[config.mk]
export PLATFORM = sky130hd
export DESIGN_NAME = i2c_regfile_slave
export DESIGN_NICKNAME = d
export VERILOG_FILES = /design/src/rtl/i2cr_pkg.sv /design/src/rtl/i2cr_sync.sv /design/src/rtl/i2cr_regfile.sv /design/src/rtl/i2cr_engine.sv /design/src/rtl/i2c_regfile_slave.sv
export SDC_FILE = /design/constraint.sdc
export NUM_CORES = 1
export LEC_CHECK = 0
export ABC_AREA = 1
export ABC_CLOCK_PERIOD_IN_PS = 2500
export BUFFER_PORTS_ARGS = -buffer_cell sky130_fd_sc_hd__buf_4
export CAP_MARGIN = 10
export CORE_MARGIN = 5
export CORE_UTILIZATION = 58
export DETAILED_ROUTE_END_ITERATION = 8
export PLACE_DENSITY = 0.75
export SLEW_MARGIN = 40
export SYNTH_ARGS = -nofsm -noshare
export SYNTH_HDL_FRONTEND = slang
export SYNTH_HIERARCHICAL = 1
export SYNTH_SLANG_ARGS = --single-unit
export TNS_END_PERCENT = 20
[constraint.sdc]
create_clock -name clk -period 2.5 [get_ports clk]
set_input_delay 0.375 -clock clk [delete_from_list [all_inputs] [get_ports clk]]
set_output_delay 0.375 -clock clk [all_outputs]
set_load 0.01 [all_outputs]
[src/rtl/i2cr_pkg.sv]
`timescale 1ns/1ps
package i2cr_pkg;

   localparam int BYTE_W = 8;

   typedef enum logic [2:0] {
      ST_IDLE,
      ST_DEVADR,
      ST_PTR,
      ST_WDATA,
      ST_ACK,
      ST_TX,
      ST_RACK,
      ST_WAIT
   } state_t;

endpackage

[src/rtl/i2cr_sync.sv]
`timescale 1ns/1ps
module i2cr_sync #(
   parameter int STAGES = 2
) (
   input  logic clk,
   input  logic rst_n,
   input  logic scl_i,
   input  logic sda_i,
   output logic sda_s,
   output logic scl_rise,
   output logic scl_fall,
   output logic start_det,
   output logic stop_det
);

   if (STAGES < 2) begin : g_bad_stages
      $error("i2cr_sync: STAGES must be at least 2");
   end

   logic [STAGES-1:0] scl_ff, sda_ff;
   logic              scl_prev, sda_prev;
   logic              scl_now;

   always_ff @(posedge clk or negedge rst_n) begin
      if (!rst_n) begin
         scl_ff   <= '1;
         sda_ff   <= '1;
         scl_prev <= 1'b1;
         sda_prev <= 1'b1;
      end else begin
         scl_ff   <= {scl_ff[STAGES-2:0], scl_i};
         sda_ff   <= {sda_ff[STAGES-2:0], sda_i};
         scl_prev <= scl_ff[STAGES-1];
         sda_prev <= sda_ff[STAGES-1];
      end
   end

   assign scl_now   = scl_ff[STAGES-1];
   assign sda_s     = sda_ff[STAGES-1];
   assign scl_rise  = scl_now & ~scl_prev;
   assign scl_fall  = ~scl_now & scl_prev;
   assign start_det = scl_now & scl_prev & sda_prev & ~sda_s;
   assign stop_det  = scl_now & scl_prev & ~sda_prev & sda_s;

endmodule

[src/rtl/i2cr_regfile.sv]
`timescale 1ns/1ps
module i2cr_regfile #(
   parameter int ADDR_W    = 6,
   parameter int DATA_W    = 8,
   parameter bit RESET_MEM = 1'b1
) (
   input  logic              clk,
   input  logic              rst_n,
   input  logic              wr_en,
   input  logic [ADDR_W-1:0] wr_addr,
   input  logic [DATA_W-1:0] wr_data,
   input  logic [ADDR_W-1:0] rd_addr,
   output logic [DATA_W-1:0] rd_data
);

   localparam int DEPTH = 1 << ADDR_W;

   if (ADDR_W < 1 || ADDR_W > 10) begin : g_bad_addr
      $error("i2cr_regfile: ADDR_W out of range");
   end
   if (DATA_W < 1) begin : g_bad_data
      $error("i2cr_regfile: DATA_W must be positive");
   end

   logic [DATA_W-1:0] mem_q [DEPTH];

   if (RESET_MEM) begin : g_reset_mem
      always_ff @(posedge clk or negedge rst_n) begin
         if (!rst_n) begin
            for (int i = 0; i < DEPTH; i++) mem_q[i] <= '0;
         end else if (wr_en) begin
            mem_q[wr_addr] <= wr_data;
         end
      end
   end else begin : g_plain_mem
      always_ff @(posedge clk) begin
         if (wr_en) mem_q[wr_addr] <= wr_data;
      end
   end

   assign rd_data = mem_q[rd_addr];

   // a strobed write is visible at its location one cycle later
   assert_write_lands_R3: assert property (@(posedge clk) disable iff (!rst_n)
      wr_en |=> mem_q[$past(wr_addr)] == $past(wr_data));

endmodule

[src/rtl/i2cr_engine.sv]
`timescale 1ns/1ps
module i2cr_engine
   import i2cr_pkg::*;
#(
   parameter int          ADDR_W     = 6,
   parameter logic [6:0]  SLAVE_ADDR = 7'h68
) (
   input  logic              clk,
   input  logic              rst_n,
   input  logic              sda_s,
   input  logic              scl_rise,
   input  logic              scl_fall,
   input  logic              start_det,
   input  logic              stop_det,
   input  logic [BYTE_W-1:0] rd_data,
   output logic [ADDR_W-1:0] rd_addr,
   output logic              wr_en,
   output logic [ADDR_W-1:0] wr_addr,
   output logic [BYTE_W-1:0] wr_data,
   output logic              sda_drive_low_o
);

   if (ADDR_W < 1 || ADDR_W > BYTE_W) begin : g_bad_ptr
      $error("i2cr_engine: ADDR_W must fit in one byte");
   end

   localparam logic [3:0] BITS_PER_BYTE = 4'(BYTE_W);
   localparam logic [3:0] LAST_TX_BIT   = 4'(BYTE_W - 1);

   state_t              state_q, state_d;
   state_t              ack_nxt_q, ack_nxt_d;
   logic [3:0]          cnt_q, cnt_d;
   logic [BYTE_W-1:0]   shr_q, shr_d;
   logic [BYTE_W-1:0]   tx_q, tx_d;
   logic [ADDR_W-1:0]   ptr_q, ptr_d;
   logic                mack_q, mack_d;
   logic                sda_q, sda_d;
   logic                ptr_load, ptr_inc;

   always_comb begin
      state_d   = state_q;
      ack_nxt_d = ack_nxt_q;
      cnt_d     = cnt_q;
      shr_d     = shr_q;
      tx_d      = tx_q;
      mack_d    = mack_q;
      ptr_load  = 1'b0;
      ptr_inc   = 1'b0;
      wr_en     = 1'b0;
      if (start_det) begin
         state_d = ST_DEVADR;
         cnt_d   = '0;
      end else if (stop_det) begin
         state_d = ST_IDLE;
         cnt_d   = '0;
      end else begin
         case (state_q)
            ST_DEVADR, ST_PTR, ST_WDATA: begin
               if (scl_rise && cnt_q < BITS_PER_BYTE) begin
                  shr_d = {shr_q[BYTE_W-2:0], sda_s};
                  cnt_d = cnt_q + 1'b1;
               end else if (scl_fall && cnt_q == BITS_PER_BYTE) begin
                  cnt_d = '0;
                  if (state_q == ST_DEVADR) begin
                     if (shr_q[BYTE_W-1:1] == SLAVE_ADDR) begin
                        state_d   = ST_ACK;
                        ack_nxt_d = shr_q[0] ? ST_TX : ST_PTR;
                     end else begin
                        state_d = ST_WAIT;
                     end
                  end else if (state_q == ST_PTR) begin
                     ptr_load  = 1'b1;
                     state_d   = ST_ACK;
                     ack_nxt_d = ST_WDATA;
                  end else begin
                     wr_en     = 1'b1;
                     ptr_inc   = 1'b1;
                     state_d   = ST_ACK;
                     ack_nxt_d = ST_WDATA;
                  end
               end
            end
            ST_ACK: begin
               if (scl_fall) begin
                  state_d = ack_nxt_q;
                  cnt_d   = '0;
                  if (ack_nxt_q == ST_TX) tx_d = rd_data;
               end
            end
            ST_TX: begin
               if (scl_fall) begin
                  if (cnt_q == LAST_TX_BIT) begin
                     state_d = ST_RACK;
                     cnt_d   = '0;
                  end else begin
                     tx_d  = {tx_q[BYTE_W-2:0], 1'b1};
                     cnt_d = cnt_q + 1'b1;
                  end
               end
            end
            ST_RACK: begin
               if (scl_rise) mack_d = ~sda_s;
               if (scl_fall) begin
                  if (mack_q) begin
                     ptr_inc = 1'b1;
                     tx_d    = rd_data;
                     state_d = ST_TX;
                     cnt_d   = '0;
                  end else begin
                     state_d = ST_WAIT;
                  end
               end
            end
            default: ;
         endcase
      end
   end

   always_comb begin
      if (ptr_load)     ptr_d = shr_q[ADDR_W-1:0];
      else if (ptr_inc) ptr_d = ptr_q + 1'b1;
      else              ptr_d = ptr_q;
   end

   assign rd_addr = (state_q == ST_RACK) ? ptr_q + 1'b1 : ptr_q;
   assign wr_addr = ptr_q;
   assign wr_data = shr_q;
   assign sda_d   = (state_q == ST_ACK) | ((state_q == ST_TX) & ~tx_q[BYTE_W-1]);

   always_ff @(posedge clk or negedge rst_n) begin
      if (!rst_n) begin
         state_q   <= ST_IDLE;
         ack_nxt_q <= ST_IDLE;
         cnt_q     <= '0;
         shr_q     <= '0;
         tx_q      <= '1;
         ptr_q     <= '0;
         mack_q    <= 1'b0;
         sda_q     <= 1'b0;
      end else begin
         state_q   <= state_d;
         ack_nxt_q <= ack_nxt_d;
         cnt_q     <= cnt_d;
         shr_q     <= shr_d;
         tx_q      <= tx_d;
         ptr_q     <= ptr_d;
         mack_q    <= mack_d;
         sda_q     <= sda_d;
      end
   end

   assign sda_drive_low_o = sda_q;

   // a START always leads into header reception
   assert_start_to_header_R11: assert property (@(posedge clk) disable iff (!rst_n)
      start_det |=> state_q == ST_DEVADR);

   // a STOP always returns the engine to idle
   assert_stop_to_idle_R11: assert property (@(posedge clk) disable iff (!rst_n)
      (stop_det && !start_det) |=> state_q == ST_IDLE);

   // silent states never pull the line once they have settled
   assert_release_silent_R8: assert property (@(posedge clk) disable iff (!rst_n)
      ((state_q == ST_IDLE || state_q == ST_WAIT) &&
       ($past(state_q) == ST_IDLE || $past(state_q) == ST_WAIT)) |-> !sda_drive_low_o);

   // the pointer moves only by a load or a single step
   assert_ptr_step_R6: assert property (@(posedge clk) disable iff (!rst_n)
      (ptr_q != $past(ptr_q)) |-> ($past(ptr_load) || ADDR_W'(ptr_q - $past(ptr_q)) == ADDR_W'(1)));

   // a NACKed read byte leaves the pointer where it was
   assert_nack_holds_ptr_R6: assert property (@(posedge clk) disable iff (!rst_n)
      (state_q == ST_RACK && scl_fall && !mack_q && !start_det && !stop_det) |=> $stable(ptr_q));

   // stepping past the last location lands on location zero
   assert_ptr_wrap_R9: assert property (@(posedge clk) disable iff (!rst_n)
      ($past(ptr_q) == '1 && !$past(ptr_load) && ptr_q != $past(ptr_q)) |-> ptr_q == '0);

endmodule

[src/rtl/i2c_regfile_slave.sv]
`timescale 1ns/1ps
module i2c_regfile_slave #(
   parameter logic [6:0] SLAVE_ADDR  = 7'h68,
   parameter int         ADDR_W      = 6,
   parameter int         SYNC_STAGES = 2,
   parameter bit         RESET_MEM   = 1'b1
) (
   input  logic clk,
   input  logic rst_n,
   input  logic scl_i,
   input  logic sda_i,
   output logic sda_drive_low_o
);

   import i2cr_pkg::*;

   logic              sda_s, scl_rise, scl_fall, start_det, stop_det;
   logic              wr_en;
   logic [ADDR_W-1:0] rd_addr, wr_addr;
   logic [BYTE_W-1:0] rd_data, wr_data;

   i2cr_sync #(.STAGES(SYNC_STAGES)) sync_i (
      .clk       (clk),
      .rst_n     (rst_n),
      .scl_i     (scl_i),
      .sda_i     (sda_i),
      .sda_s     (sda_s),
      .scl_rise  (scl_rise),
      .scl_fall  (scl_fall),
      .start_det (start_det),
      .stop_det  (stop_det)
   );

   i2cr_engine #(.ADDR_W(ADDR_W), .SLAVE_ADDR(SLAVE_ADDR)) engine_i (
      .clk             (clk),
      .rst_n           (rst_n),
      .sda_s           (sda_s),
      .scl_rise        (scl_rise),
      .scl_fall        (scl_fall),
      .start_det       (start_det),
      .stop_det        (stop_det),
      .rd_data         (rd_data),
      .rd_addr         (rd_addr),
      .wr_en           (wr_en),
      .wr_addr         (wr_addr),
      .wr_data         (wr_data),
      .sda_drive_low_o (sda_drive_low_o)
   );

   i2cr_regfile #(.ADDR_W(ADDR_W), .DATA_W(BYTE_W), .RESET_MEM(RESET_MEM)) regs_i (
      .clk     (clk),
      .rst_n   (rst_n),
      .wr_en   (wr_en),
      .wr_addr (wr_addr),
      .wr_data (wr_data),
      .rd_addr (rd_addr),
      .rd_data (rd_data)
   );

endmodule

==> flow_summary.ini <==
[outcome]
status = complete, but fails checks
violations = negative setup slack

[timing]
rsz0062_at_grt = yes
finalWorstSetupSlack_ps = -129
max_freq_ghz = 0.380
drv_slew = 0
hold_viol_final = 0
fin_skew_ps = 23.4
slew_headroom_pct = 38.9
fin_crit_sh_pct = 105
worst_pin_slew_ps = 910
setup_viol = 50
min_period_ps = 2630

[clock_network]
cts_buffer_depth = 3
clock-sinks = 552
cts_buffers = 57
path_clk_slew_ps = 70
cts_tree = done
clkLatencyLatePin_ps = 630
htree_levels = 2
clk_root_buffer_cell = clkbuf_16

[logic_synthesis]
ys_seq_area_share_pct = 53.6
synth_xor_xnor_area_share_pct = 0.170
yosys.area_share.simple_pct = 30.8
synth_compound_area_share_pct = 10.6
synth_cells = 3289
synth_nets = 3296
yosysWarningCount = 6
synth.distinct_cells = 34
syn_area_per_cell_sq_um = 7.85
synthAdderAreaFrac_pct = 0.145
synth_top_family_by_area = simple AND/OR/NAND/NOR gates
syn_area_sq_um = 25800
ys_ff_latch = 552
synthMuxAreaShare_pct = 0

[worst_setup_path]
path_max_fanout = 6
slowest_stage = dfrtp_1
worst-path-stages = 20
path_common_cell = nand2_1
path_cells = inv_4, nand3_4, xor2_4, buf_12, buf_8, buf_16, buf_12, clkbuf_16, nand2_1, nand3_2, nand3_1, nand2_2, nand2_2, nand3_2, nand3_1, nand2_2, nand2_1, nand2_1, nand4_1, nand2_1
end_kind = register
worst-endpoint-required_ps = 3060
reg2regPathDepth = 20
crit_path_start = engine_i/state_q[0]$_DFFE_PN0P_
worstReg2RegEnd = engine_i/tx_q[3]$_DFFE_PN1P_
rrSetupSlack_ps = -130
max_stage_delay_ps = 410
timing.rr.start = engine_i/state_q[0]$_DFFE_PN0P_
worstSetupPathType = register to register
worst-path-buf-inv = 6
worstPathArrival_ps = 3190
endpoint = engine_i/tx_q[3]$_DFFE_PN1P_
start_kind = register
cp_top_family = simple AND/OR/NAND/NOR gates

[detailed_routing]
totalWireLength_microns = 83600
drt_iter0_drc = 3291
postRouteAntennaNets = 0
firstDrtPassIters = 9
drc_errors = 0
top_layer = met4
route.met2.wl_microns = 38600
wl_met3_microns = 9020
vias = 24800
viasPerCell = 6.15
wl_met1_microns = 32100
wl_per_cell_microns = 20.7

[floorplan]
die_x_microns = 221
fp.dieArea_sq_um = 48800
num_io_pins = 5
die_y_microns = 221
rows = 77
initial_utilization_pct = 58.5
coreArea_sq_um = 44100

[cells_and_area]
antennaDiodeCount = 0
seq_area_sq_um = 13800
stdcell_area_sq_um = 32200
fillCellCount = 3117
multi_input_area_sq_um = 11600
area_growth_pct = 24.7
drive_above_1_share_pct = 17.5
layout_common_cells = 1172 x nand2_1, 537 x dfrtp_1, 388 x nand3_1, 355 x o21ai_0, 125 x buf_4
final_common_cell = nand2_1
final_nets = 3403

[placed_design]
dpl_cell_area_sq_um = 28100
hpwlAfterDp_microns = 48600
place_ws_ps = -209
place_congestion = 0.957
io_buffers = 4

[power_and_ir_drop]
p_int_w = 0.0172
p_clk_share_pct = 36.2
p_total_w = 0.0257
switching_power_w = 0.00848
comb_power_share_pct = 28.0
pwr-share-seq_pct = 35.9
p_leak_nw = 14.7
powerDensity_nw_per_um2 = 798
swShare_pct = 33.0
ir_worst_vdd_mv = 0.708

[hold_path]
min-delay-path-class = input port to async pin

[grt]
grt_pass1_vias = 23200
grt.overflow.total = 0
grt_usage_pct = 31.7
antenna_found_initial = 0
grt_max_degree = 73
grt_pass1_wl_microns = 126000

[run]
max_cap_viol_count = 0
logic make-up (layout without fill, tap and decap cells):
logic type | Yosys count | in the layout
compound gates | 542 | 542
xor+xnor | 5 | 5
fa+ha+maj | 3 | 3
buf+inv | 295 | 450
flops | 552 | 552
simple gates | 1892 | 1892
cell type report:
type | count | area share [%]
Multi-Input combinational cell | 2442 | 35.9
Inverter | 68 | 0.870
Clock buffer | 83 | 5.23
Sequential cell | 552 | 43.0
Timing Repair Buffer | 274 | 11.5
Tap cell | 592 | 2.30
Timing Repair inverter | 1 | 0.0272
Clock inverter | 24 | 1.19
power groups by stage:
stage | Combinational [W] | Clock (W) | Sequential [W]
after global placement | 0.00533 | 0 | 0.00935
final | 0.00718 | 0.00929 | 0.00921
after CTS | 0.00632 | 0.00935 | 0.00920
after floorplan | 0.00282 | 0 | 0.00933
after global routing | 0.00741 | 0.00977 | 0.00922
after detailed placement | 0.00539 | 0 | 0.00936
per-stage QoR:
stage | hold WS (ps) | util, % | cells | TNS (ps)
2_1_floorplan | 79.4 | - | 3289 | -16.0
3_3_place_gp | 346 | 63.7 | 3872 | -5790
3_5_place_dp | 348 | 63.7 | 3872 | -20020
4_1_cts | 326 | 70.0 | 4005 | -196
5_1_grt | 358 | 73.0 | 4036 | -16490
6_report | 322 | 73.0 | 4036 | -1810
layer usage:
| layer | vias up | track usage (%) |
|---|---|---|
| met4 | 0 | 12.6 |
| met3 | 330 | 5.82 |
| met1 | 11900 | 44.3 |
| li1 | 11000 | - |
| met2 | 1634 | 49.7 |
| met5 | - | 0 |
sequential cells by signal (all words and copies together) (netlist names), 2 cells and up:
signal / cells
regs_i/mem_q: 512
engine_i/tx_q: 8
engine_i/wr_data: 8
engine_i/wr_addr: 6
engine_i/cnt_q: 4
engine_i/ack_nxt_q: 3
engine_i/state_q: 3
sync_i/scl_ff: 2
sync_i/sda_ff: 2
worst register-to-register path: stages, from the launching register on:
cell,delay [ps]
dfrtp_1,410
inv_4,80
nand3_4,100
xor2_4,180
buf_12,170
buf_8,140
buf_16,150
buf_12,120
clkbuf_16,140
nand2_1,70
nand3_2,100
nand3_1,90
nand2_2,120
nand2_2,80
nand3_2,100
nand3_1,90
nand2_2,100
nand2_1,50
nand2_1,80
nand4_1,100
nand2_1,100
repair_timing:
action	in CTS	in global routing
setup endpoints to repair	354	415
pin swaps	22	42
gates resized for setup	66	289
setup buffers	14	7
hold buffers	3	0
hold endpoints to repair	45	0
gates cloned	9	24
how the worst min path moves through the flow:
stage                                    start                                 to  slack (ps)  cells after the start
finish                                   rst_n      regs_i/mem_q[220]$_DFFE_PN0P_         320                      2
CTS                                      rst_n      regs_i/mem_q[234]$_DFFE_PN0P_         330                      2
global placement    sync_i/sda_ff[0]$_DFF_PN1_         sync_i/sda_ff[1]$_DFF_PN1_         350                      0
detailed placement  sync_i/sda_ff[0]$_DFF_PN1_         sync_i/sda_ff[1]$_DFF_PN1_         350                      0
floorplan                                rst_n  engine_i/ack_nxt_q[0]$_DFFE_PN0P_          80                      0
global route                             rst_n      regs_i/mem_q[219]$_DFFE_PN0P_         360                      2
cell usage after synthesis, drive strengths merged:
cell       n  area (sq um)
o21ai    438          2200
inv       60           228
or2        1          6.26
a21oi    104           536
xor2       4          35.0
nand3    466          2370
dfrtp    538         13500
clkbuf   165           619
nor2     141           574
nor3      17           100
dfstp     14           368
ha         3          37.5
nand2   1249          4690
xnor2      1          8.76
buf       62           340
nor4       7           134
nand4     11          68.8
clkinv     8          30.0
Note: power is estimated with default switching activity, not from simulation.
